**src/rtl/bw_pkg.sv**
```systemverilog
package bw_pkg;
   // Control word field layout (positions are decoded by software).
   localparam int CTRL_W  = 32;
   localparam int SEL_LSB = 2;
   localparam int SEL_W   = 2;
   localparam int WD_LSB  = 8;
   localparam int WD_W    = 8;
   localparam int EN_BIT  = 16;

   typedef struct packed {
      logic             en;
      logic [WD_W-1:0]  wd;
      logic [SEL_W-1:0] sel;
   } ctrl_fields_t;

   function automatic ctrl_fields_t unpack_ctrl(input logic [CTRL_W-1:0] w);
      ctrl_fields_t f;
      f.en  = w[EN_BIT];
      f.wd  = w[WD_LSB +: WD_W];
      f.sel = w[SEL_LSB +: SEL_W];
      return f;
   endfunction

   function automatic logic [CTRL_W-1:0] pack_ctrl(input ctrl_fields_t f);
      logic [CTRL_W-1:0] w;
      w                    = '0;
      w[EN_BIT]            = f.en;
      w[WD_LSB +: WD_W]    = f.wd;
      w[SEL_LSB +: SEL_W]  = f.sel;
      return w;
   endfunction
endpackage

```
**src/rtl/bw_divider.sv**
```systemverilog
module bw_divider #(
   parameter int MAX_EXP = 13,
   parameter int SEL_W   = 2
) (
   input  logic             clk,
   input  logic             rst_n,
   input  logic             restart,
   input  logic [SEL_W-1:0] sel,
   output logic             tick
);
   localparam int SEL_N = 1 << SEL_W;

   logic [MAX_EXP-1:0] limit [SEL_N];
   logic [MAX_EXP-1:0] pre_q;

   // One terminal value per select code: 2^(MAX_EXP-g) - 1.
   for (genvar g = 0; g < SEL_N; g++) begin : g_limit
      assign limit[g] = MAX_EXP'((64'd1 << (MAX_EXP - g)) - 64'd1);
   end

   assign tick = !restart && (pre_q == limit[sel]);

   always_ff @(posedge clk or negedge rst_n) begin
      if (!rst_n)            pre_q <= '0;
      else if (restart || tick) pre_q <= '0;
      else                   pre_q <= pre_q + 1'b1;
   end

   p_restart_quiet_r2: assert property (@(posedge clk) disable iff (!rst_n)
      restart |=> !tick);
   p_tick_spacing_r2: assert property (@(posedge clk) disable iff (!rst_n)
      tick |=> !tick);
endmodule

```
**src/rtl/bw_wrap_counter.sv**
```systemverilog
module bw_wrap_counter #(
   parameter int W = 8
) (
   input  logic         clk,
   input  logic         rst_n,
   input  logic         tick,
   output logic [W-1:0] count,
   output logic         wrap_pulse
);
   logic at_top;
   assign at_top = (count == {W{1'b1}});

   always_ff @(posedge clk or negedge rst_n) begin
      if (!rst_n) begin
         count      <= '0;
         wrap_pulse <= 1'b0;
      end else begin
         wrap_pulse <= tick && at_top;
         if (tick) count <= count + 1'b1;
      end
   end

   p_wrap_to_zero_r3: assert property (@(posedge clk) disable iff (!rst_n)
      (tick && at_top) |=> (count == '0) && wrap_pulse);
   p_irq_single_r4: assert property (@(posedge clk) disable iff (!rst_n)
      wrap_pulse |=> !wrap_pulse);
   p_irq_only_at_zero_r4: assert property (@(posedge clk) disable iff (!rst_n)
      wrap_pulse |-> (count == '0));
endmodule

```
**src/rtl/bw_guard.sv**
```systemverilog
module bw_guard #(
   parameter int W = 8
) (
   input  logic         clk,
   input  logic         rst_n,
   input  logic         tick,
   input  logic         en,
   input  logic         load,
   input  logic [W-1:0] load_val,
   output logic [W-1:0] count,
   output logic         rst_req
);
   logic full;
   assign full = (count == {W{1'b1}});

   always_ff @(posedge clk or negedge rst_n) begin
      if (!rst_n) begin
         count   <= '0;
         rst_req <= 1'b0;
      end else begin
         rst_req <= rst_req || (en && full);
         if (load)                    count <= load_val;
         else if (en && tick && !full) count <= count + 1'b1;
      end
   end

   p_hold_when_off_r5: assert property (@(posedge clk) disable iff (!rst_n)
      (!en && !load) |=> $stable(count));
   p_saturate_r6: assert property (@(posedge clk) disable iff (!rst_n)
      (full && !load) |=> full);
   p_request_sticky_r7: assert property (@(posedge clk) disable iff (!rst_n)
      rst_req |=> rst_req);
   p_request_on_full_r7: assert property (@(posedge clk) disable iff (!rst_n)
      (en && full) |=> rst_req);
endmodule

```
**src/rtl/beat_watchdog.sv**
```systemverilog
module beat_watchdog
   import bw_pkg::*;
#(
   parameter int MAX_EXP = 13,
   parameter int BT_W    = 8
) (
   input  logic              clk,
   input  logic              rst_n,
   input  logic              ctrl_we,
   input  logic [31:0]       ctrl_wdata,
   output logic [31:0]       ctrl_rdata,
   output logic [BT_W-1:0]   bt_count,
   output logic              bt_irq,
   output logic              wdt_rst_req
);
   localparam int MIN_EXP = MAX_EXP - ((1 << SEL_W) - 1);

   if (MIN_EXP < 1) begin : g_bad_exp
      $error("beat_watchdog: MAX_EXP too small for a tick period of at least 2");
   end
   if (MAX_EXP > 31) begin : g_big_exp
      $error("beat_watchdog: MAX_EXP must not exceed 31");
   end
   if (BT_W < 2) begin : g_bad_bt
      $error("beat_watchdog: BT_W must be at least 2");
   end

   ctrl_fields_t     wr_f;
   logic [SEL_W-1:0] sel_q;
   logic             en_q;
   logic [WD_W-1:0]  wd_count;
   logic             tick;
   logic             unused_wbits;

   assign wr_f         = unpack_ctrl(ctrl_wdata);
   assign unused_wbits = ^{ctrl_wdata[31:17], ctrl_wdata[7:4], ctrl_wdata[1:0]};

   always_ff @(posedge clk or negedge rst_n) begin
      if (!rst_n) begin
         sel_q <= '0;
         en_q  <= 1'b0;
      end else if (ctrl_we) begin
         sel_q <= wr_f.sel;
         en_q  <= wr_f.en;
      end
   end

   bw_divider #(.MAX_EXP(MAX_EXP), .SEL_W(SEL_W)) u_div (
      .clk     (clk),
      .rst_n   (rst_n),
      .restart (ctrl_we),
      .sel     (sel_q),
      .tick    (tick)
   );

   bw_wrap_counter #(.W(BT_W)) u_bt (
      .clk        (clk),
      .rst_n      (rst_n),
      .tick       (tick),
      .count      (bt_count),
      .wrap_pulse (bt_irq)
   );

   bw_guard #(.W(WD_W)) u_wd (
      .clk      (clk),
      .rst_n    (rst_n),
      .tick     (tick),
      .en       (en_q),
      .load     (ctrl_we),
      .load_val (wr_f.wd),
      .count    (wd_count),
      .rst_req  (wdt_rst_req)
   );

   always_comb begin
      ctrl_fields_t rd_f;
      rd_f.en    = en_q;
      rd_f.wd    = wd_count;
      rd_f.sel   = sel_q;
      ctrl_rdata = pack_ctrl(rd_f);
   end

   p_load_r8: assert property (@(posedge clk) disable iff (!rst_n)
      ctrl_we |=> (ctrl_rdata[15:8] == $past(ctrl_wdata[15:8])));
   p_readback_zero_r9: assert property (@(posedge clk) disable iff (!rst_n)
      (ctrl_rdata[31:17] == '0) && (ctrl_rdata[7:4] == '0) && (ctrl_rdata[1:0] == '0));
endmodule

```
**config.mk**
```make
export PLATFORM = sky130hd
export DESIGN_NAME = beat_watchdog
export DESIGN_NICKNAME = d
export VERILOG_FILES = /design/src/rtl/bw_pkg.sv /design/src/rtl/bw_divider.sv /design/src/rtl/bw_wrap_counter.sv /design/src/rtl/bw_guard.sv /design/src/rtl/beat_watchdog.sv
export SDC_FILE = /design/constraint.sdc
export NUM_CORES = 1
export LEC_CHECK = 0
export ABC_CLOCK_PERIOD_IN_PS = 4300
export BUFFER_PORTS_ARGS = -buffer_cell sky130_fd_sc_hd__clkbuf_2
export CAP_MARGIN = 25
export CORE_MARGIN = 5
export CORE_UTILIZATION = 46
export CTS_CLUSTER_DIAMETER = 100
export DETAILED_ROUTE_END_ITERATION = 10
export PLACE_DENSITY_LB_ADDON = 0.1
export SLEW_MARGIN = 30
export SYNTH_ARGS = -nofsm -noshare
export SYNTH_HDL_FRONTEND = slang
export SYNTH_HIERARCHICAL = 1
export SYNTH_SLANG_ARGS = --single-unit
```
**constraint.sdc**
```tcl
create_clock -name clk -period 4.3 [get_ports clk]
set_clock_uncertainty 0.05 [all_clocks]
set_input_delay 0.215 -clock clk [delete_from_list [all_inputs] [get_ports clk]]
set_output_delay 0.215 -clock clk [all_outputs]
set_load 0.1 [all_outputs]
```
# == After elaboration in Yosys (flattened, before gate mapping) ==
# Index checks and enable logic that the tools add are counted.
# totals
ff_bits,34
input_bits,35
output_inout_bits,42
# op_classes
n_addsub,3
magnitude_cmp,1
n_eq_ne,3
muxes,6
bitwise_logic,1
n_reduce_logical,10
# ops
cell,n
13-bit two-way mux,3
13-bit binary-select mux with 2-bit select,1
"8-bit by 1-bit adder with 8-bit output, second input constant",2
"8-bit == test, second input constant",2
8-bit two-way mux,2
"13-bit by 1-bit adder with 13-bit output, second input constant",1
13-bit == test,1
1-bit logical AND,5
"3-bit >= comparator, second input constant",1
2-bit NOT with 3-bit output,1
1-bit zero test,2
1-bit logical OR,2
2-bit nonzero test,1

# == Longest topological paths before layout ==
# Gate-level depths: netlist of the first run.
# logic_depth
depth_word,10
ltp_mapped,11

# == Modules after synthesis ==
# The synthesis of the first run kept the hierarchy.
# by_module_without_submodules
mod,n_inst,cells_per_inst,area_per_inst_um2,seq_area_each_um2
bw_divider,1,66,706.9,325.3
bw_guard,1,52,515.5,225.2
bw_wrap_counter,1,31,384.1,225.2
beat_watchdog,1,29,277.8,75.1

# == Worst setup path after synthesis of the first run ==
# OpenSTA, ideal clock, no wires.
# synth_timing
path_type,reg-to-reg
from,reg sel_q[0]
to,reg u_wd.count[1]
setup_time_ps,125
arrival_time_ps,2845
required_time_ps,4125
slack_ps,1280
stages_incl_launch_ff,11
path_buffers,2
cell_sequence,dfrtp_1 xnor2_1 nor3_1 o31a_1 buf_6 and2b_1 and2_1 buf_4 o21ai_2 mux2_1 mux2_2
# synth_between
elab_chain_cells,9
# synth_rtl
element,line,source
start: declaration,beat_watchdog.sv:29,logic [SEL_W-1:0] sel_q;
start signal: assignment,beat_watchdog.sv:43,sel_q <= wr_f.sel;
2-bit NOT with 3-bit output (implied by the code),bw_divider.sv:21,assign tick = !restart && (pre_q == limit[sel]);
13-bit binary-select mux with 2-bit select,bw_divider.sv:21,
13-bit two-way mux (implied by the code) (2 in a row),bw_divider.sv:21,
13-bit == test,bw_divider.sv:21,
1-bit logical AND,bw_divider.sv:21,
via tick,beat_watchdog.sv:32,logic tick;
1-bit logical AND (2 in a row),bw_guard.sv:23,else if (en && tick && !full) count <= count + 1'b1;
2-bit nonzero test (no line),--,
end signal: assignment,bw_guard.sv:22,if (load) count <= load_val;
end signal: assignment,bw_guard.sv:23,
end: declaration,bw_guard.sv:10,"output logic [W-1:0] count,"
# The timed path passes the listed nets, and every way through them passes these cells. The select of a mux whose other input is x is not followed.
# A chain may end at the register's enable or synchronous reset.

# == Final worst setup path of the first run ==
# layout_timing
from,reg u_div.pre_q[0]
to,reg u_wd.count[1]
# layout_between
elab_chain_cells,5
# layout_rtl
element,line,source
start: declaration,bw_divider.sv:14,logic [MAX_EXP-1:0] pre_q;
start signal: assignment,bw_divider.sv:26,else pre_q <= pre_q + 1'b1;
13-bit == test,bw_divider.sv:21,
1-bit logical AND,bw_divider.sv:21,
via tick,beat_watchdog.sv:32,
1-bit logical AND (2 in a row),bw_guard.sv:23,
2-bit nonzero test (no line),--,
# The timed path passes the listed nets, and every way through them passes these cells.

==> impl_metrics.ini, run 1 <==
[critical_path]
reg2reg_depth = 10
cp_num_cells = 10
crit_slowest_cell = dfrtp_1
path_cells = ha_1 -> nand2_1 -> nor3_2 -> o31a_1 -> buf_4 -> and2b_1 -> and2_1 -> o21ai_2 -> mux2_1 -> mux2_2
worstPathMaxFanout = 10
cp_top_family = simple AND/OR/NAND/NOR gates
cp.required_ns = 4.42
critical_path_class = flip-flop to flip-flop
slowest_delay_ns = 0.40
critPathBufInv = 1
crit_arrival_ns = 2.92
critPathLaunchType = flip-flop
cp-end-kind = flip-flop

[synthesis]
netlist.area_leader.share_pct = 45.2
synth_seq_cells = 34
yosys.cell_count.top_type = dfrtp_1
synthDistinctLibCells = 44
netlist_area_um2 = 1880
netlist_instances = 178
yosysWarnings = 6
yosys.area.top_type = dfrtp_1
postSynthAreaPerCell_um2 = 10.6
synthFlopType = dfrtp_1
ys_seq_area_share_pct = 45.2
synth_edf_count = 0
synth_area_leaders = dfrtp_1 45%, buf_4 9.2%, xnor2_1 4.6%
synth_compound_area_share_pct = 5.78
yosys.area_share.simple_pct = 21.8
synth_xor_area_share_pct = 9.30
muxShareOfSynthArea_pct = 5.18
yosys.area_share.adder_pct = 1.99
ys_top_cells_by_count = 34 x dfrtp_1, 23 x buf_4, 13 x nand2_1
async_reset_ff_share_pct = 100
synth_top_family_by_area = simple AND/OR/NAND/NOR gates

[cts]
cts_buffers = 5
cts.repair.resized = 0
clock_latency_ns = 0.28
h-tree-depth = 2
clockRootBuffer = clkbuf_8
clkSinkCount = 34
cts_buffer_depth = 2
cts_tree = yes
clkTransAtPathRegs_ns = 0.07

[floorplan]
core_um2 = 4000
dieArea_um2 = 5480
die_h_um = 74
rows = 23
io_pins = 77
start_util_pct = 47.1
fp.dieW_um = 74

[power]
power_mw = 0.796
p_per_area_nw_per_um2 = 372
ir_drop_mv = 0.199
p_leak_nw = 1.04

[placed_design]
hpwl_um = 2590
pre_cts_ws_ns = 1.49
gp_congestion = 0.791
placed_area_um2 = 2010
portBuffers = 34

[global_routing]
met3_usage_pct = 5.27
busiest_layer = met2
antenna_found_initial = 0
grt_overflow_total = 0
grt_use_total_pct = 14.4
met1_usage_pct = 16.7
met2_usage_pct = 24.1
grt_max_degree = 35
grt_pass1_wl_um = 6010
grt_pass1_vias = 1344

[min_path]
hold_path.class = input port to flip-flop
holdPathStages = 3

[cells_and_area]
area_growth_syn_to_layout_pct = 13.4
multiInputGateArea_um2 = 910
fin_area_um2 = 2140
antennaDiodeCount = 0
fin_util_pct = 53.4
drive_above_1_share_pct = 28.6
n_fill_cell = 383
nets = 254
register_area_um2 = 851

[timing]
worst-slew-pin-transition_ns = 0.650
drv_slew = 0
rsz0062_at_grt = no
setup_violations = 0
finalHoldViolCount = 0
max_freq_ghz = 0.357
setup_slack_ns = 1.50
maxSlewHeadroom_pct = 56.7
finalCritPeriodShare_pct = 65.2
period_minus_slack_ns = 2.80
setup_tns_ns = 0

[routing]
antenna_left = 0
drtPass1Iterations = 4
avgRoutedWirePerCell_um = 13.2
drt_first_iter_violations = 52
via_count = 1344
via_per_inst = 5.03
wl_um = 3520
drc = 0

[job]
drv_cap = 0

[run_status]
status = complete, no violations
flip-flops by register name (all words and copies together) (netlist names):
signal           cells
u_div/pre_q         13
u_bt/count           8
u_wd/count           8
sel_q                2
en_q                 1
u_bt/wrap_pulse      1
u_wd/rst_req         1
cell type report:
class	instances	share of cell area, %
tap	50	2.93
timing repair buffer	37	10.1
clock inverter	1	0.234
clock buffer	7	4.04
inverter	2	0.351
sequential	34	39.8
multi-input combinational	136	42.6
what timing repair did:
action,in CTS,in global routing
buffers inserted,0,0
hold buffers,0,1
hold endpoints to repair,0,17
cell usage in the layout (no fill, tap or decap), types with 3 or more instances in the layout:
cell type / count
xnor2_1: 10
nor2_1: 7
o21ai_0: 5
clkbuf_8: 6
clkbuf_2: 34
mux2i_1: 3
and3_1: 4
nand3_1: 9
mux2_2: 5
nor3_2: 4
dfrtp_1: 34
conb_1: 21
nand4_1: 3
nor3_1: 9
xor2_1: 10
ha_1: 3
nand2_1: 13
worst paths after layout:
check | from | to | slack (ns)
max in group asynchronous | rst_n | u_bt/count[2]$_DFFE_PN0P_ | 3.36
hold reg to reg | u_wd/rst_req$_DFF_PN0_ | u_wd/rst_req$_DFF_PN0_ | 0.41
setup / recovery | u_div/pre_q[0]$_DFF_PN0_ | u_wd/count[1]$_DFFE_PN0P_ | 1.50
min in group asynchronous | rst_n | u_div/pre_q[6]$_DFF_PN0_ | 0.38
setup reg to reg | u_div/pre_q[0]$_DFF_PN0_ | u_wd/count[1]$_DFFE_PN0P_ | 1.50
hold / removal | ctrl_wdata[15] | u_wd/count[7]$_DFFE_PN0P_ | 0.08
tightest hold or removal path, delay by kind of cell:
family / cells / cell delay [ns]
compound gates: 1 / 0.05
buf+inv: 1 / 0.07
simple gates: 1 / 0.04
metrics by stage:
stage | hold slack, ns | cells
detailed placement | 0.316 | 257
global route | 0.0796 | 267
floorplan | -0.131 | 198
global placement | 0.315 | 257
finish | 0.0848 | 267
CTS | 0.00285 | 265
power breakdown:
part | switching (mW) | leakage, nW | internal, mW | total (mW)
clock | 0.109 | 0.0482 | 0.129 | 0.238
sequential | 0.0153 | 0.446 | 0.332 | 0.347
combinational | 0.182 | 0.542 | 0.0284 | 0.210
routing by layer:
| layer | vias up | share of wire, % |
|---|---|---|
| li1 | 656 | - |
| met1 | 638 | 43 |
| met2 | 44 | 48 |
| met3 | 6 | 6.9 |
| met4 | 0 | 1.7 |
| met5 | - | 0 |
logic make-up (layout without fill, tap and decap cells):
kind of cell             Yosys count  after routing
other                              1             21
AO/OA/AOI/OAI                     17             17
buffers and inverters             28             47
multiplexers                       9              9
XOR/XNOR                          20             20
flip-flops                        34             34
adder cells (fa/ha/maj)            3              3
AND/OR/NAND/NOR                   66             66
Note: power is estimated with default switching activity, not from simulation.
==> run 2, diff against run 1 <==
--- a/config.mk
+++ b/config.mk
@@ -5,7 +5,8 @@
 export SDC_FILE = /design/constraint.sdc
 export NUM_CORES = 1
 export LEC_CHECK = 0
-export ABC_CLOCK_PERIOD_IN_PS = 4300
+export ABC_AREA = 1
+export ABC_CLOCK_PERIOD_IN_PS = 2750
 export BUFFER_PORTS_ARGS = -buffer_cell sky130_fd_sc_hd__clkbuf_2
 export CAP_MARGIN = 25
 export CORE_MARGIN = 5
==> constraint.sdc (replaced) <==
create_clock -name clk -period 2.75 [get_ports clk]
set_clock_uncertainty 0.05 [all_clocks]
set_input_delay 0.1375 -clock clk [delete_from_list [all_inputs] [get_ports clk]]
set_output_delay 0.1375 -clock clk [all_outputs]
set_load 0.1 [all_outputs]
==> impl_metrics.ini, run 2 <==
[run_status]
status = complete, no violations

[power]
pwr-share-comb_pct = 25.8
p_clk_share_pct = 37.5
p_sw_share_pct = 37.4
ir_drop_mv = 0.330
intPower_mw = 0.938
p_per_area_nw_per_um2 = 620
p_sw_mw = 0.560
p_leak_nw = 1.24
power_frac_seq_pct = 36.7

[critical_path]
cp_top_family = simple AND/OR/NAND/NOR gates
critPathBufInv = 3
r2r-start = u_div/pre_q[0]$_DFF_PN0_
cp-end-kind = flip-flop
reg2reg_depth = 13
worstPathMaxFanout = 9
critical_path_class = flip-flop to flip-flop
reg2reg_to = u_wd/count[5]$_DFFE_PN0P_
crit_slowest_cell = dfrtp_1
slowest_delay_ns = 0.41
cp.required_ns = 2.93
regToRegSetupSlack_ns = 0.56
crit_arrival_ns = 2.37
path_cells = ha_1 -> nand2_2 -> nor2_4 -> nand2_2 -> clkinv_2 -> nand3b_1 -> nor2_1 -> nand2_1 -> inv_1 -> nand2_4 -> inv_1 -> nand3_1 -> nand3_1
critPathLaunchType = flip-flop

[min_path]
worstHoldEndpoint = u_wd/count[6]$_DFFE_PN0P_
hold_start = ctrl_wdata[14]
holdPathStages = 3
hold_path.class = input port to flip-flop

[cells_and_area]
final_cell_mix = 76 x nand2_1, 34 x dfrtp_1, 33 x clkbuf_2
largest_reg_flops = 13
antennaDiodeCount = 0
nets = 349
drive_above_1_share_pct = 23.4
largest_register = u_div/pre_q
fin_util_pct = 54.7
area_growth_syn_to_layout_pct = 13.4
final_common_cell = nand2_1
reg_top3 = u_div/pre_q (13), u_bt/count (8), u_wd/count (8)

[global_routing]
grt_pass1_vias = 1677
antenna_found_initial = 0
grt_max_degree = 35
grt_overflow_total = 0
grt_use_total_pct = 14.9
grt_pass1_wl_um = 7360

[job]
drv_cap = 0

[synthesis]
synth_area_leaders = dfrtp_1 40%, nand2_1 13%, buf_4 8.1%
postSynthAreaPerCell_um2 = 7.83
ys_seq_area_share_pct = 39.9
synthDistinctLibCells = 31
synthFlopType = dfrtp_1
synth_seq_cells = 34
yosys.area.top_type = dfrtp_1
ys_top_cells_by_count = 76 x nand2_1, 34 x dfrtp_1, 25 x inv_1
yosysWarnings = 6
synth_edf_count = 0
yosys.cell_count.top_type = nand2_1
netlist_area_um2 = 2130
netlist_instances = 272
async_reset_ff_share_pct = 100
netlist.area_leader.share_pct = 39.9

[routing]
avgRoutedWirePerCell_um = 11.4
wl_um = 4160
drc = 0
antenna_left = 0
drt_first_iter_violations = 90
via_count = 1702
drtPass1Iterations = 4
via_per_inst = 4.68

[floorplan]
dieArea_um2 = 6090
fp.dieW_um = 78.1
rows = 24
start_util_pct = 48.3
die_h_um = 78.1
core_um2 = 4410
io_pins = 77

[timing]
setup_violations = 0
finalHoldViolCount = 0
period_minus_slack_ns = 2.19
max_freq_ghz = 0.456
maxSlewHeadroom_pct = 50.2
worst-slew-pin-transition_ns = 0.747
setup_tns_ns = 0
finalCritPeriodShare_pct = 79.8
drv_slew = 0
rsz0062_at_grt = no

[cts]
cts_tree = yes
h-tree-depth = 2
clkTransAtPathRegs_ns = 0.07
clock_latency_ns = 0.30
clockRootBuffer = clkbuf_8
cts_buffers = 5
cts_buffer_depth = 2
clkSinkCount = 34

[placed_design]
portBuffers = 34
hpwl_um = 3040
gp_congestion = 0.816
run 2: cell families after synthesis:
| logic type | Yosys count | synth area share, % |
|---|---|---|
| other cells | 1 | 0.176 |
| flops | 34 | 39.9 |
| fa+ha+maj | 3 | 1.76 |
| xor+xnor | 12 | 4.93 |
| mux | 1 | 0.528 |
| buf+inv | 54 | 14.5 |
| compound gates | 10 | 2.88 |
| simple gates | 157 | 35.3 |
run 2: how the worst max path moves through the flow:
stage / startpoint / endpoint / slack [ns] / cells after the start
floorplan: sel_q[0]$_DFFE_PN0P_ / u_bt/count[5]$_DFFE_PN0P_ / 0.36 / 11
global placement: u_div/pre_q[0]$_DFF_PN0_ / u_wd/count[7]$_DFFE_PN0P_ / 0.60 / 13
detailed placement: u_div/pre_q[0]$_DFF_PN0_ / u_wd/count[7]$_DFFE_PN0P_ / 0.59 / 14
CTS: u_div/pre_q[0]$_DFF_PN0_ / u_wd/count[5]$_DFFE_PN0P_ / 0.54 / 13
global route: u_div/pre_q[0]$_DFF_PN0_ / u_wd/count[7]$_DFFE_PN0P_ / 0.31 / 13
finish: u_div/pre_q[0]$_DFF_PN0_ / u_wd/count[5]$_DFFE_PN0P_ / 0.56 / 13
run 2: what timing repair did:
item | CTS | global route
buffers inserted | 0 | 0
hold buffers | 4 | 0
resized for setup | 0 | 0
hold endpoints to repair | 37 | 0
run 2: final cells by class:
cell class / count / area (um2)
fill: 434 / 2000
sequential: 34 / 851
timing repair buffer: 38 / 210
tap: 52 / 65.1
multi-input combinational: 204 / 1050
clock inverter: 3 / 68.8
clock buffer: 5 / 68.8
inverter: 28 / 106
run 2: tightest hold or removal path: stages:
cell	delay, ns
clkbuf_2	0.07
nand2_1	0.04
nand3_1	0.07
run 2: metal layers:
metal | part of all wire (%) | GRT usage (%) | vias to the layer above
met5 | 0 | 0 | -
met3 | 4.9 | 3.55 | 8
met2 | 45 | 23.4 | 42
met4 | 1.8 | 6.76 | 0
li1 | - | - | 883
met1 | 48 | 19.4 | 769
run 2: power groups by stage:
stage	clock network (mW)	registers, mW	logic [mW]
finish	0.561	0.550	0.387
global route	0.596	0.557	0.411
CTS	0.571	0.550	0.389
detailed placement	0	0.560	0.384
global placement	0	0.560	0.382
floorplan	0	0.676	0.237
run 2: stage by stage:
step           setup slack (ns)  total power [mW]  cells  cell area, um2  hold WS [ns]
5_1_grt                   0.315              1.56    364            2420        0.0197
3_5_place_dp              0.585             0.943    352            2240         0.248
4_1_cts                   0.540              1.51    364            2420        0.0104
6_report                  0.555              1.50    364            2420        0.0145
3_3_place_gp              0.597             0.941    352            2240         0.253
2_1_floorplan             0.364             0.913    292            2210        -0.208
==> run 3, diff against run 2 <==
--- a/config.mk
+++ b/config.mk
@@ -6,7 +6,7 @@
 export NUM_CORES = 1
 export LEC_CHECK = 0
 export ABC_AREA = 1
-export ABC_CLOCK_PERIOD_IN_PS = 2750
+export ABC_CLOCK_PERIOD_IN_PS = 2100
 export BUFFER_PORTS_ARGS = -buffer_cell sky130_fd_sc_hd__clkbuf_2
 export CAP_MARGIN = 25
 export CORE_MARGIN = 5
==> constraint.sdc (replaced) <==
create_clock -name clk -period 2.1 [get_ports clk]
set_clock_uncertainty 0.05 [all_clocks]
set_input_delay 0.105 -clock clk [delete_from_list [all_inputs] [get_ports clk]]
set_output_delay 0.105 -clock clk [all_outputs]
set_load 0.1 [all_outputs]
==> impl_metrics.ini, run 3 (synthesis results as in run 2) <==
[cts]
clockRootBuffer = clkbuf_8
h-tree-depth = 2
clkTransAtPathRegs_ns = 0.07
cts_tree = yes
clock_latency_ns = 0.28
clkSinkCount = 34
cts_buffer_depth = 2
cts_buffers = 5

[global_routing]
antenna_found_initial = 0
met3_usage_pct = 4.00
grt_use_total_pct = 14.0
grt_pass1_wl_um = 7080
busiest_layer = met2
grt_max_degree = 21
grt_pass1_vias = 1546
met1_usage_pct = 19.7
met2_usage_pct = 21.6
grt_overflow_total = 0

[placed_design]
gp_congestion = 0.807
portBuffers = 34
hpwl_um = 3070
placed_area_um2 = 2260

[floorplan]
rows = 24
start_util_pct = 48.3
fp.dieW_um = 78.1
die_h_um = 78.1
core_um2 = 4410
dieArea_um2 = 6090
io_pins = 77

[routing]
wl_um = 4150
avgRoutedWirePerCell_um = 11.2
drtPass1Iterations = 4
drc = 0
via_count = 1712
antenna_left = 0
drt_first_iter_violations = 67
via_per_inst = 4.64

[cells_and_area]
largest_reg_flops = 13
antennaDiodeCount = 0
drive_above_1_share_pct = 25.2
area_growth_syn_to_layout_pct = 14.7
final_common_cell = nand2_1
largest_register = u_div/pre_q
reg_top3 = u_div/pre_q (13), u_bt/count (8), u_wd/count (8)
fin_area_um2 = 2440
final_cell_mix = 76 x nand2_1, 34 x clkbuf_2, 32 x dfrtp_1
nets = 355
n_fill_cell = 432

[critical_path]
critPathLaunchType = flip-flop
critPathLaunch = u_div/pre_q[0]$_DFF_PN0_
cp-end-kind = flip-flop
r2r-start = u_div/pre_q[0]$_DFF_PN0_
worstPathMaxFanout = 9
cp.required_ns = 2.27
crit_arrival_ns = 2.06
critical_path_class = flip-flop to flip-flop

[timing]
rsz0062_at_grt = no
setup_tns_ns = 0
worst-slew-pin-transition_ns = 0.543
holdWs_ns = 0.00898
finalCritPeriodShare_pct = 89.7
maxSlewHeadroom_pct = 63.8
max_freq_ghz = 0.531
period_minus_slack_ns = 1.88
drv_slew = 0
setup_violations = 0
finalHoldViolCount = 0

[power]
p_per_area_nw_per_um2 = 754
ir_drop_mv = 0.353
p_leak_nw = 1.26
power_mw = 1.84

[min_path]
hold_path.class = input port to flip-flop
hold_start = ctrl_wdata[13]

[job]
drv_cap = 0

[run_status]
status = complete, no violations
run 3: critical path, cell delays in order (launching register included):
cell	delay [ns]
dfrtp_1	0.39
ha_2	0.21
nand2_2	0.08
nor2_4	0.10
nand2_2	0.08
clkinv_2	0.06
nand3b_1	0.07
nor2_1	0.09
buf_4	0.16
nand2_1	0.06
inv_1	0.09
nand2_4	0.10
inv_1	0.11
nand3_1	0.09
nand2_1	0.08
run 3: cell type report:
cell class                 count  area [um2]  share of cell area (%)
multi-input combinational    204        1050                    42.9
sequential                    34         853                    34.9
timing repair buffer          44         258                    10.5
inverter                      28         106                    4.35
clock buffer                   6        82.6                    3.38
tap                           52        65.1                    2.66
clock inverter                 1        30.0                    1.23
run 3: worst paths after layout:
path                                        endpoint  slack (ns)  cells after the start
max                        u_wd/count[7]$_DFFE_PN0P_        0.22                     14
min                        u_wd/count[5]$_DFFE_PN0P_       0.009                      3
max reg2reg                u_wd/count[7]$_DFFE_PN0P_        0.22                     14
min reg2reg                   u_wd/rst_req$_DFF_PN0_        0.43                      1
max in group asynchronous   u_div/pre_q[9]$_DFF_PN0_        1.12                      3
min in group asynchronous   u_div/pre_q[4]$_DFF_PN0_        0.29                      2
run 3: metal layers:
metal	routed length (um)	vias up
met4	37	0
met5	0	-
li1	-	897
met1	2030	760
met2	1840	50
met3	238	5
run 3: timing repair:
action / in CTS / in global routing
hold buffers: 5 / 0
endpoints found under the setup margin: 0 / 3
hold endpoints to repair: 23 / 0
resized for setup: 0 / 1
setup buffers: 0 / 2
run 3: per-stage QoR:
step                      std cells  worst slack [ns]  util (%)
after detailed placement        355             0.184      51.3
after floorplan                 292            0.0206         -
after global routing            369            0.0176      55.4
final                           369             0.216      55.4
after CTS                       367             0.160      55.0
after global placement          355             0.174      51.3
run 3: power breakdown:
part | internal, mW | total, mW | switching [mW] | leakage [nW]
combinational | 0.0742 | 0.512 | 0.438 | 0.759
sequential | 0.684 | 0.720 | 0.0362 | 0.444
clock | 0.380 | 0.610 | 0.230 | 0.0573
total | 1.14 | 1.84 | 0.705 | 1.26
